**src/rtl/lspwm_pkg.sv**
```systemverilog
package lspwm_pkg;
  // Carrier disposition codes; the spare code behaves as in-phase.
  typedef enum logic [1:0] {
    DISP_PD    = 2'd0,
    DISP_POD   = 2'd1,
    DISP_APOD  = 2'd2,
    DISP_SPARE = 2'd3
  } disp_e;
endpackage

```
**src/rtl/lspwm_tri.sv**
```systemverilog
module lspwm_tri
  import lspwm_pkg::*;
#(
  parameter int HALF_W = 13
) (
  input  logic              clk,
  input  logic              rst,
  input  logic [HALF_W-1:0] half_i,
  input  disp_e             mode_i,
  output logic [HALF_W-1:0] tri_o,
  output logic [HALF_W-1:0] half_o,
  output disp_e             mode_o,
  output logic              dn_o
);
  localparam logic [HALF_W-1:0] ONE = HALF_W'(1);

  logic [HALF_W-1:0] half_safe;
  assign half_safe = (half_i == '0) ? ONE : half_i;

  // Up/down counter; settings reload only on the step into the valley.
  always_ff @(posedge clk) begin
    if (rst) begin
      tri_o  <= '0;
      dn_o   <= 1'b0;
      half_o <= half_safe;
      mode_o <= mode_i;
    end else if (!dn_o) begin
      tri_o <= tri_o + ONE;
      if (tri_o == half_o - ONE) dn_o <= 1'b1;
    end else begin
      tri_o <= tri_o - ONE;
      if (tri_o == ONE) begin
        dn_o   <= 1'b0;
        half_o <= half_safe;
        mode_o <= mode_i;
      end
    end
  end
endmodule

```
**src/rtl/lspwm_bands.sv**
```systemverilog
module lspwm_bands
  import lspwm_pkg::*;
#(
  parameter int HALF_W = 13,
  parameter int BANDS  = 4,
  parameter int REF_W  = HALF_W + 3
) (
  input  logic [HALF_W-1:0] tri_i,
  input  logic [HALF_W-1:0] half_i,
  input  disp_e             mode_i,
  input  logic [REF_W-1:0]  ref_i,
  output logic [BANDS-1:0]  above_o
);
  logic [REF_W-1:0] tri_x, half_x, mirror_x;
  assign tri_x    = REF_W'(tri_i);
  assign half_x   = REF_W'(half_i);
  assign mirror_x = half_x - tri_x;

  for (genvar k = 0; k < BANDS; k++) begin : g_band
    logic             flip;
    logic [REF_W-1:0] base, car;

    always_comb begin
      case (mode_i)
        DISP_POD:  flip = (k < BANDS / 2);
        DISP_APOD: flip = (k % 2 == 1);
        default:   flip = 1'b0;
      endcase
    end

    assign base       = REF_W'(k) * half_x;
    assign car        = base + (flip ? mirror_x : tri_x);
    assign above_o[k] = ref_i > car;
  end
endmodule

```
**src/rtl/lspwm_gates.sv**
```systemverilog
module lspwm_gates #(
  parameter int BRIDGES = 2,
  parameter int LVL_W   = $clog2(2 * BRIDGES + 1) + 1
) (
  input  logic                    clk,
  input  logic                    rst,
  input  logic [2*BRIDGES-1:0]    above_i,
  output logic [4*BRIDGES-1:0]    gate_o,
  output logic signed [LVL_W-1:0] level_o
);
  localparam int BANDS = 2 * BRIDGES;

  logic [LVL_W-1:0]     ones;
  logic [4*BRIDGES-1:0] gate_d;

  always_comb begin
    ones = '0;
    for (int i = 0; i < BANDS; i++) ones = ones + LVL_W'(above_i[i]);
  end

  // Per bridge: {B low, B high, A low, A high}.
  for (genvar j = 0; j < BRIDGES; j++) begin : g_bridge
    assign gate_d[4*j+0] =  above_i[2*j+1];
    assign gate_d[4*j+1] = ~above_i[2*j+1];
    assign gate_d[4*j+2] = ~above_i[2*j];
    assign gate_d[4*j+3] =  above_i[2*j];
  end

  always_ff @(posedge clk) begin
    if (rst) begin
      gate_o  <= {BRIDGES{4'b1010}};
      level_o <= '0;
    end else begin
      gate_o  <= gate_d;
      level_o <= $signed(ones - LVL_W'(BRIDGES));
    end
  end
endmodule

```
**src/rtl/lspwm_phase.sv**
```systemverilog
module lspwm_phase
  import lspwm_pkg::*;
#(
  parameter int  HALF_W  = 13,
  parameter int  BRIDGES = 2,
  localparam int BANDS   = 2 * BRIDGES,
  localparam int REF_W   = HALF_W + $clog2(BANDS) + 1,
  localparam int LVL_W   = $clog2(BANDS + 1) + 1
) (
  input  logic                    clk,
  input  logic                    rst,
  input  logic [1:0]              mode_i,
  input  logic [HALF_W-1:0]       half_i,
  input  logic [REF_W-1:0]        ref_i,
  output logic [4*BRIDGES-1:0]    gate_o,
  output logic signed [LVL_W-1:0] level_o
);
  logic [HALF_W-1:0] tri_w, half_w;
  logic              dn_w;
  disp_e             mode_w;
  logic [BANDS-1:0]  above_w;

  lspwm_tri #(.HALF_W(HALF_W)) u_tri (
    .clk    (clk),
    .rst    (rst),
    .half_i (half_i),
    .mode_i (disp_e'(mode_i)),
    .tri_o  (tri_w),
    .half_o (half_w),
    .mode_o (mode_w),
    .dn_o   (dn_w)
  );

  lspwm_bands #(.HALF_W(HALF_W), .BANDS(BANDS), .REF_W(REF_W)) u_bands (
    .tri_i   (tri_w),
    .half_i  (half_w),
    .mode_i  (mode_w),
    .ref_i   (ref_i),
    .above_o (above_w)
  );

  lspwm_gates #(.BRIDGES(BRIDGES), .LVL_W(LVL_W)) u_gates (
    .clk     (clk),
    .rst     (rst),
    .above_i (above_w),
    .gate_o  (gate_o),
    .level_o (level_o)
  );
endmodule

```
**config.mk**
```make
export PLATFORM = sky130hd
export DESIGN_NAME = lspwm_phase
export DESIGN_NICKNAME = d
export VERILOG_FILES = /design/src/rtl/lspwm_pkg.sv /design/src/rtl/lspwm_tri.sv /design/src/rtl/lspwm_bands.sv /design/src/rtl/lspwm_gates.sv /design/src/rtl/lspwm_phase.sv
export SDC_FILE = /design/constraint.sdc
export NUM_CORES = 1
export LEC_CHECK = 0
export BUFFER_PORTS_ARGS = -buffer_cell sky130_fd_sc_hd__buf_2
export CAP_MARGIN = 30
export CORE_AREA = 2 2 124 126
export CTS_CLUSTER_DIAMETER = 100
export DETAILED_ROUTE_END_ITERATION = 16
export DIE_AREA = 0 0 126 128
export MAX_ROUTING_LAYER = met4
export PLACE_DENSITY = 0.69
export SLEW_MARGIN = 20
export SYNTH_ARGS = -nofsm -noshare
export SYNTH_HDL_FRONTEND = slang
export SYNTH_SLANG_ARGS = --single-unit
```
**constraint.sdc**
```tcl
create_clock -name clk -period 5.6 [get_ports clk]
set_input_delay 0.28 -clock clk [delete_from_list [all_inputs] [get_ports clk]]
set_output_delay 0.28 -clock clk [all_outputs]
set_load 0.005 [all_outputs]
```
==> results of run 1 <==
power groups by stage:
stage	clock, µW	combinational (µW)	sequential, µW
finish	362	1010	344
floorplan	0	644	350
CTS	366	922	344
global placement	0	897	350
detailed placement	0	908	350
global route	380	1120	347
synthesized netlist by cell type, types with 6 or more instances:
| cell type | instances |
|---|---|
| a311oi_1 | 6 |
| a21oi_1 | 57 |
| nand2_1 | 41 |
| o31ai_1 | 6 |
| and3_1 | 6 |
| a211oi_1 | 11 |
| nand3_1 | 18 |
| nor4_1 | 14 |
| or3_1 | 6 |
| ha_1 | 153 |
| dfxtp_1 | 25 |
| nand2b_1 | 8 |
| and4_1 | 7 |
| nor2_1 | 69 |
| xor2_1 | 27 |
| mux2i_1 | 15 |
| nor3_1 | 24 |
| o21a_1 | 19 |
| a21o_1 | 29 |
| o311ai_0 | 6 |
| edfxtp_1 | 15 |
| o21ai_0 | 42 |
| nor2b_1 | 19 |
| fa_1 | 6 |
| nand4_1 | 17 |
| o211ai_1 | 6 |
| inv_1 | 58 |
| xnor2_1 | 53 |
| mux2_2 | 10 |
| clkbuf_1 | 26 |
area by class of cell:
class                   count  area share, %
clock inverters             3          0.546
inverters                  60           2.66
clock buffers               5           1.48
flip-flops and latches     40           11.2
repair buffers            101           7.65
multi-input cells         750           73.7
well taps                 188           2.78
state kept, by name (all words and copies together) (netlist names):
name / count
u_gates.level_o: 3
u_tri.dn_o: 1
u_tri.mode_o: 2
u_gates.gate_o: 8
u_tri.tri_o: 13
u_tri.half_o: 13
kinds of logic after synthesis:
kind of cell,Yosys count,synth area share [%]
adder cells (fa/ha/maj),159,28.1
multiplexers,25,3.63
buffers and inverters,95,5.22
AND/OR/NAND/NOR,252,18.4
flip-flops,40,13.1
AO/OA/AOI/OAI,234,21.8
XOR/XNOR,80,9.69
layer usage:
| metal | GRT usage, % | share of wire [%] | up-vias |
|---|---|---|---|
| met1 | 33.0 | 45 | 3186 |
| met5 | - | 0 | - |
| li1 | - | - | 3420 |
| met3 | 4.34 | 4.7 | 38 |
| met4 | 8.21 | 2.8 | 0 |
| met2 | 43.1 | 48 | 180 |
metrics by stage:
step	setup slack, ns	area (µm²)	utilization (%)
after floorplan	0.177	7230	-
after global placement	-0.0630	7900	53.1
after detailed placement	-0.0994	7900	53.1
after CTS	0.0218	8100	54.5
after global routing	-0.0662	8470	57.0
final	0.255	8470	57.0
how the worst max path moves through the flow:
stage | start | endpoint | slack, ns | cells after the start
6_report | u_tri.half_o[1]$_SDFFCE_PN0P_ | u_gates.level_o[1]$_SDFF_PP0_ | 0.26 | 24
5_1_grt | u_tri.half_o[1]$_SDFFCE_PN0P_ | u_gates.level_o[0]$_SDFF_PP0_ | -0.07 | 27
4_1_cts | u_tri.half_o[0]$_SDFFCE_PN1P_ | u_gates.level_o[1]$_SDFF_PP0_ | 0.02 | 26
3_5_place_dp | u_tri.half_o[0]$_SDFFCE_PN1P_ | u_gates.level_o[1]$_SDFF_PP0_ | -0.1 | 26
3_3_place_gp | u_tri.half_o[0]$_SDFFCE_PN1P_ | u_gates.level_o[1]$_SDFF_PP0_ | -0.06 | 26
2_1_floorplan | u_tri.tri_o[2]$_SDFF_PP0_ | u_gates.level_o[1]$_SDFF_PP0_ | 0.18 | 26
repair_timing:
item	in CTS	in global routing
hold buffers	0	0
resized for setup	6	68
cloned	0	0
setup endpoints to repair	3	5
endpoints found under the hold margin	0	0
buffers inserted	1	8
pin swaps	1	33
==> impl_metrics.ini, run 1 <==
[global_route]
grt_pass1_wl_mm = 32.3
grt_max_degree = 26
grtUsageTotal_pct = 26.2
first_global_vias = 6468
grt-ovfl-total = 0
antenna_found_initial = 0

[synthesis]
yosys_warnings = 0
synth-seq-area-share_pct = 13.1
yosys.area.top_type_share_pct = 26.5
async_flop_share_pct = 0
synthCells = 885
synth_nets = 1077
syn-mean-instance-area_um2 = 8.17
syn_area_um2 = 7230
synth_area_leader_cell = ha_1
synth_edf_count = 15
ys_seq_elements = 40
synth.area.top_cells = ha_1, dfxtp_1, xnor2_1
yosysUniqueCellTypes = 74
ys.flop_type = dfxtp_1

[cells_and_area]
seq_area_um2 = 951
nFillCells = 1405
finalNonFillerCells = 1147
drive_gt1_share_pct = 20.1
area_delta_synth_final_pct = 17.2
final_common_cell = ha_1
layout_common_cells = ha_1, nor2_1, buf_4, inv_1, xnor2_1
diodes = 0
multi_input_area_um2 = 6240
layout.nets = 1150

[route]
vias = 6824
drcViolationCount = 0
wire_per_inst_um = 17.9
drtIter0Drc = 367
antenna_left = 0
drt-total-wl_mm = 20.5
viasPerCell = 5.95
first_pass_iters = 5

[clock_network]
tritoncts = built
cts_root_buffer = clkbuf_16
clk_pin_slew_worst_paths_ns = 0.07
clock-sinks = 40
clk_latency_ns = 0.31
h-tree-depth = 2
cts_made_buffers = 5
clk_path_buf_depth = 2

[place]
dpl.cell_count = 1130
hpwl_mm = 16.7
io_buffers = 44
place.gp.congestion = 0.955

[power]
p_switching_uw = 713
leakage_uw = 0.00384
power_per_cell_area_nw_per_um2 = 202
ir_worst_vdd_v = 0.000127
power_uw = 1710
seqPwrFrac_pct = 20.1
p_comb_share_pct = 58.8
power.internal_uw = 1000
p_clk_share_pct = 21.1
netSwitchingFraction_pct = 41.6

[die]
design.core.area_um2 = 14900
die_w_um = 126
die_h_um = 128
io_pins = 45
rows = 45
die-area_um2 = 16100
start_util_pct = 48.7

[worst_hold_path]
worstHoldPathCells = 1
worstHoldStart = mode_i[0]
min_to = u_tri.mode_o[0]$_DFFE_PP_
hold_class = input port to flop

[job]
maxCapViolCount = 0

[status]
outcome = finished, final reports clean

[sta]
finalHoldViolCount = 0
period_needed_ns = 5.34
timing.final.crit_share_pct = 95.4
holdWs_ns = 0.145
max_freq_ghz = 0.187
setup_viol = 0
maxSlewViolCount = 0
finalClockSkew_ns = 0.00818
finalSetupTns_ns = 0
slew_headroom_pct = 62.5
tightest_slew_ns = 0.549

[critical_path]
crit_arrival_ns = 5.60
worst-path-max-fanout = 5
cpPeakStageDelay_ns = 0.47
cp_top_family = adder cells
critPathSlowestCell = edfxtp_1
cpMostUsedCell = ha_1
path_class = flop to flop
worstReg2RegEnd = u_gates.level_o[1]$_SDFF_PP0_
worst_setup_path_end_kind = flop
r2r_slack_ns = 0.26
crit_required_ns = 5.85
start_kind = flop
cp.buffers_inverters = 2
r2r_cells = 24
reg2reg_from = u_tri.half_o[1]$_SDFFCE_PN0P_
worstPathCellList = ha_1, nor2b_1, o21ai_2, a21bo_2, a311oi_2, xor2_1, buf_4, mux2_2, ha_1, nand3_1, a21oi_2, a21bo_2, a311oi_4, xnor2_1, ha_1, nand4_1, or2_4, a21o_1, a21oi_2, ha_1, fa_2, inv_2, ha_4, nor2_1
Power figures use the tool's default switching activity.
==> run 2: changes to the inputs <==
- PLACE_DENSITY: 0.69 -> 0.67
- clock period: 5.6 -> 5.5 ns (I/O delays scaled with it)
==> run 2 against run 1 <==
  * Hold slack about the same
  * Clock-buffer cell count is the same
  * First-iteration DRC count is 15% higher
  * Core utilization up 3.4 points
  * Setup slack got worse by 0.18 ns
  * Via count grew 2.7%
  * Wire length is 3.8% higher
==> impl_metrics.ini, run 2 (synthesized netlist as in run 1, its figures left out) <==
[clock_network]
cts_root_buffer = clkbuf_16
h-tree-depth = 2
clk_path_buf_depth = 2
clock-sinks = 40
cts_hold_buf = 0
clk_pin_slew_worst_paths_ns = 0.07
clk_latency_ns = 0.31
tritoncts = built
cts_made_buffers = 5

[die]
design.core.area_um2 = 14900
die_w_um = 126
io_pins = 45
die-area_um2 = 16100
rows = 45
die_h_um = 128
start_util_pct = 48.7

[status]
outcome = finished, final reports clean

[cells_and_area]
area_delta_synth_final_pct = 24.2
final_common_cell = ha_1
drive_gt1_share_pct = 25.5
diodes = 0
finalNonFillerCells = 1198
layout_common_cells = ha_1, buf_4, nor2_1, inv_1, xnor2_1
design_area_um2 = 8980
reg_top3 = u_tri.half_o x13, u_tri.tri_o x13, u_gates.gate_o x8
layout.nets = 1201

[sta]
finalSetupTns_ns = 0
holdWs_ns = 0.145
tightest_slew_ns = 0.626
finalHoldViolCount = 0
finalClockSkew_ns = 0.0177
maxSlewViolCount = 0
period_needed_ns = 5.42
setup_viol = 0
max_freq_ghz = 0.184
timing.final.crit_share_pct = 98.6
slew_headroom_pct = 57.7
rsz0062_at_grt = true

[critical_path]
critPathSlowestCell = edfxtp_1
worst_setup_path_end_kind = flop
crit_arrival_ns = 5.65
cpPeakStageDelay_ns = 0.48
worst-path-max-fanout = 5
cpMostUsedCell = ha_1
crit_required_ns = 5.72
path_class = flop to flop
start_kind = flop

[worst_hold_path]
hold_class = input port to flop

[power]
ir_worst_vdd_v = 0.000147
power_uw = 1840
leakage_uw = 0.00409
power_per_cell_area_nw_per_um2 = 205

[place]
io_buffers = 44
place.gp.congestion = 0.965
dpl.cell_count = 1171
dpl_cell_area_um2 = 8200
hpwl_mm = 17.3

[job]
maxCapViolCount = 0

[route]
drtIter0Drc = 423
drt-total-wl_mm = 21.3
first_pass_iters = 5
wire_per_inst_um = 17.8
drcViolationCount = 0
antenna_left = 0
vias = 7011
viasPerCell = 5.85

[global_route]
grt_max_degree = 26
grt_pass1_wl_mm = 32.5
grtUsageTotal_pct = 26.1
antenna_found_initial = 0
grt-ovfl-total = 0
first_global_vias = 6480
## run 2: repair_timing
item,CTS,global route
buffers inserted,5,14
pin swaps,10,47
setup endpoints to repair,4,5
resized for setup,25,72
## run 2: final timing paths
kind | start | cells after the start | slack, ns | end
min reg2reg | u_tri.tri_o[4]$_SDFF_PP0_ | 3 | 0.60 | u_tri.tri_o[4]$_SDFF_PP0_
max | u_tri.half_o[1]$_SDFFCE_PN0P_ | 25 | 0.08 | u_gates.level_o[1]$_SDFF_PP0_
max reg2reg | u_tri.half_o[1]$_SDFFCE_PN0P_ | 25 | 0.08 | u_gates.level_o[1]$_SDFF_PP0_
min | mode_i[0] | 1 | 0.15 | u_tri.mode_o[0]$_DFFE_PP_
## run 2: cell type report
cell class	count	area [µm²]
multi-input cells	750	6370
fillers	1316	5880
repair buffers	152	1030
flip-flops and latches	40	951
well taps	188	235
inverters	60	225
clock buffers	5	125
clock inverters	3	42.5
## run 2: critical path, delay by kind of cell, from the launching register on
kind	cells	cell delay [ns]
flip-flops	1	0.48
multiplexers	1	0.28
AO/OA/AOI/OAI	10	1.48
XOR/XNOR	2	0.33
AND/OR/NAND/NOR	5	1.00
adder cells (fa/ha/maj)	6	1.71
buffers and inverters	1	0.07
## run 2: metrics by stage
stage               util [%]  setup WS (ns)
global placement        55.2         -0.340
CTS                     57.3         0.0117
global route            60.4         -0.182
finish                  60.4         0.0760
floorplan                  -         0.0772
detailed placement      55.2         -0.371
## run 2: power by group
group          switching, µW  internal (µW)  total (µW)
combinational            598            547        1150
clock                    141            214         355
sequential              12.6            331         344
total                    751           1090        1840
## run 2: metal layers
| metal | vias to the layer above | wire length, µm | global-route usage [%] |
|---|---|---|---|
| met5 | - | 0 | - |
| met4 | 0 | 567 | 8.47 |
| met3 | 31 | 992 | 3.13 |
| met2 | 178 | 10200 | 43.9 |
| met1 | 3287 | 9540 | 32.7 |
| li1 | 3515 | - | - |
==> run 3: changes to the inputs <==
- CORE_AREA: 2 2 124 126 -> 5 5 127 129
- DIE_AREA: 0 0 126 128 -> 0 0 132 134
- clock period: 5.5 -> 6.7 ns (I/O delays scaled with it)
==> run 3 against run 2 <==
  * Critical path type unchanged
  * First-iteration DRC count is 12% lower
  * Core utilization is 8.9 points lower
  * Clock power is 31% lower
  * Clock-buffer cell count is 1 higher
  * Fmax is 14% lower
  * Largest cell class unchanged
  * Sequential share of layout area is 1.8 points higher
  * Combinational power is 38% lower
  * Critical path depth is 2 lower
==> impl_metrics.ini, run 3 (synthesized netlist as in run 1, its figures left out) <==
[route]
first_pass_iters = 5
wire_per_inst_um = 18.1
drcViolationCount = 0
drt-total-wl_mm = 19.8
vias = 6492
drtIter0Drc = 374
antenna_left = 0
viasPerCell = 5.95

[job]
maxCapViolCount = 0

[cells_and_area]
design_area_um2 = 7690
nFillCells = 1449
finalNonFillerCells = 1092
drive_gt1_share_pct = 8.74
layout_common_cells = ha_1, nor2_1, inv_1, a21oi_1, xnor2_1
layout.nets = 1095
reg_top3 = u_tri.half_o x13, u_tri.tri_o x13, u_gates.gate_o x8
area_delta_synth_final_pct = 6.35
diodes = 0
final_common_cell = ha_1

[worst_hold_path]
hold_class = input port to flop

[sta]
maxSlewViolCount = 0
max_freq_ghz = 0.158
rsz0062_at_grt = false
finalHoldViolCount = 0
tightest_slew_ns = 0.801
setup_viol = 0
finalClockSkew_ns = 0.0128
timing.final.crit_share_pct = 94.5
slew_headroom_pct = 45.9
period_needed_ns = 6.33
finalSetupTns_ns = 0

[global_route]
grtUsageTotal_pct = 22.4
grt_max_degree = 26
grt-ovfl-total = 0
grt_pass1_wl_mm = 31.1
first_global_vias = 5990
antenna_found_initial = 0

[clock_network]
clk_pin_slew_worst_paths_ns = 0.07
clk_latency_ns = 0.30
h-tree-depth = 2
clk_path_buf_depth = 2
cts_root_buffer = clkbuf_16
post_cts_resized = 0
post_cts_buffers = 0
cts_made_buffers = 5
cts_hold_buf = 0
clock-sinks = 40
tritoncts = built

[critical_path]
cpMostUsedCell = ha_1
path_class = flop to flop
worstPathCellList = inv_1, ha_1, a21oi_1, o211ai_1, o21ai_1, nor3b_1, o31ai_1, ha_1, nand3_1, a21oi_1, a21bo_2, a311oi_1, xnor2_1, ha_1, nand4_1, or2_2, nor3_1, a21oi_1, ha_1, fa_1, inv_1, ha_1, nor2_1
start_kind = flop
critPathSlowestCell = dfxtp_1
cp.buffers_inverters = 2
worst-path-max-fanout = 11
cpPeakStageDelay_ns = 0.65
worst_setup_path_end_kind = flop
crit_arrival_ns = 6.55
crit_required_ns = 6.92
cp_top_family = adder cells

[power]
leakage_uw = 0.00348
power_per_cell_area_nw_per_um2 = 163
power_uw = 1250
ir_worst_vdd_v = 0.000126

[die]
die-area_um2 = 17700
die_w_um = 132
design.core.area_um2 = 14900
die_h_um = 134
start_util_pct = 48.5
rows = 45
io_pins = 45

[place]
dpl.cell_count = 1084
hpwl_mm = 16.4
place.gp.congestion = 1.02
dpl_cell_area_um2 = 7550
io_buffers = 44

[status]
outcome = finished, final reports clean
-- run 3: changes by cell type in the layout (fill, tap and decap cells not counted), moves of 6 or more --
cell,before,now
a21oi_2,13,0
buf_4,107,2
ha_4,9,0
ha_1,141,153
o21ai_2,6,0
a21oi_1,42,57
-- run 3: metal layers --
layer | track usage (%) | routed length [µm]
met3 | 2.81 | 830
met4 | 4.40 | 326
met5 | - | 0
met1 | 29.8 | 9320
met2 | 37.0 | 9290
-- run 3: path summary, 6_finish.rpt --
check	end	startpoint	cells past startpoint	slack [ns]
max	u_gates.level_o[1]$_SDFF_PP0_	u_tri.tri_o[4]$_SDFF_PP0_	23	0.37
min	u_tri.mode_o[1]$_DFFE_PP_	mode_i[1]	1	0.22
max reg2reg	u_gates.level_o[1]$_SDFF_PP0_	u_tri.tri_o[4]$_SDFF_PP0_	23	0.37
min reg2reg	u_tri.tri_o[0]$_SDFF_PP0_	u_tri.tri_o[0]$_SDFF_PP0_	1	0.57
-- run 3: worst reg2reg max path, delay by kind of cell, from the launching register on --
| kind | cells | cell delay, ns |
|---|---|---|
| xor gates and xnor gates | 1 | 0.12 |
| adders and majority gates | 6 | 1.97 |
| AOI/OAI and AO/OA | 8 | 1.91 |
| and+or+nand+nor | 6 | 1.35 |
| buffers and inverters | 2 | 0.24 |
| DFF | 1 | 0.65 |
-- run 3: cell type report --
| type | count | area (µm²) | share of cell area [%] |
|---|---|---|---|
| repair buffers | 46 | 235 | 3.06 |
| clock inverters | 2 | 12.5 | 0.163 |
| well taps | 188 | 235 | 3.06 |
| clock buffers | 6 | 129 | 1.68 |
| inverters | 60 | 225 | 2.93 |
| multi-input cells | 750 | 5900 | 76.8 |
| flip-flops and latches | 40 | 951 | 12.4 |
-- run 3: metrics by stage --
step	setup slack, ns	hold slack, ns	utilization [%]
4_1_cts	0.513	0.217	51.6
3_3_place_gp	0.607	0.517	50.6
5_1_grt	0.0204	0.211	51.6
6_report	0.368	0.219	51.6
3_5_place_dp	0.547	0.521	50.6
2_1_floorplan	1.28	0.407	-
-- run 3: power by group --
| part | leakage, µW | switching (µW) | internal, µW |
|---|---|---|---|
| clock network | 0.0000669 | 107 | 138 |
| registers | 0.000351 | 21.5 | 272 |
| logic | 0.00307 | 400 | 316 |
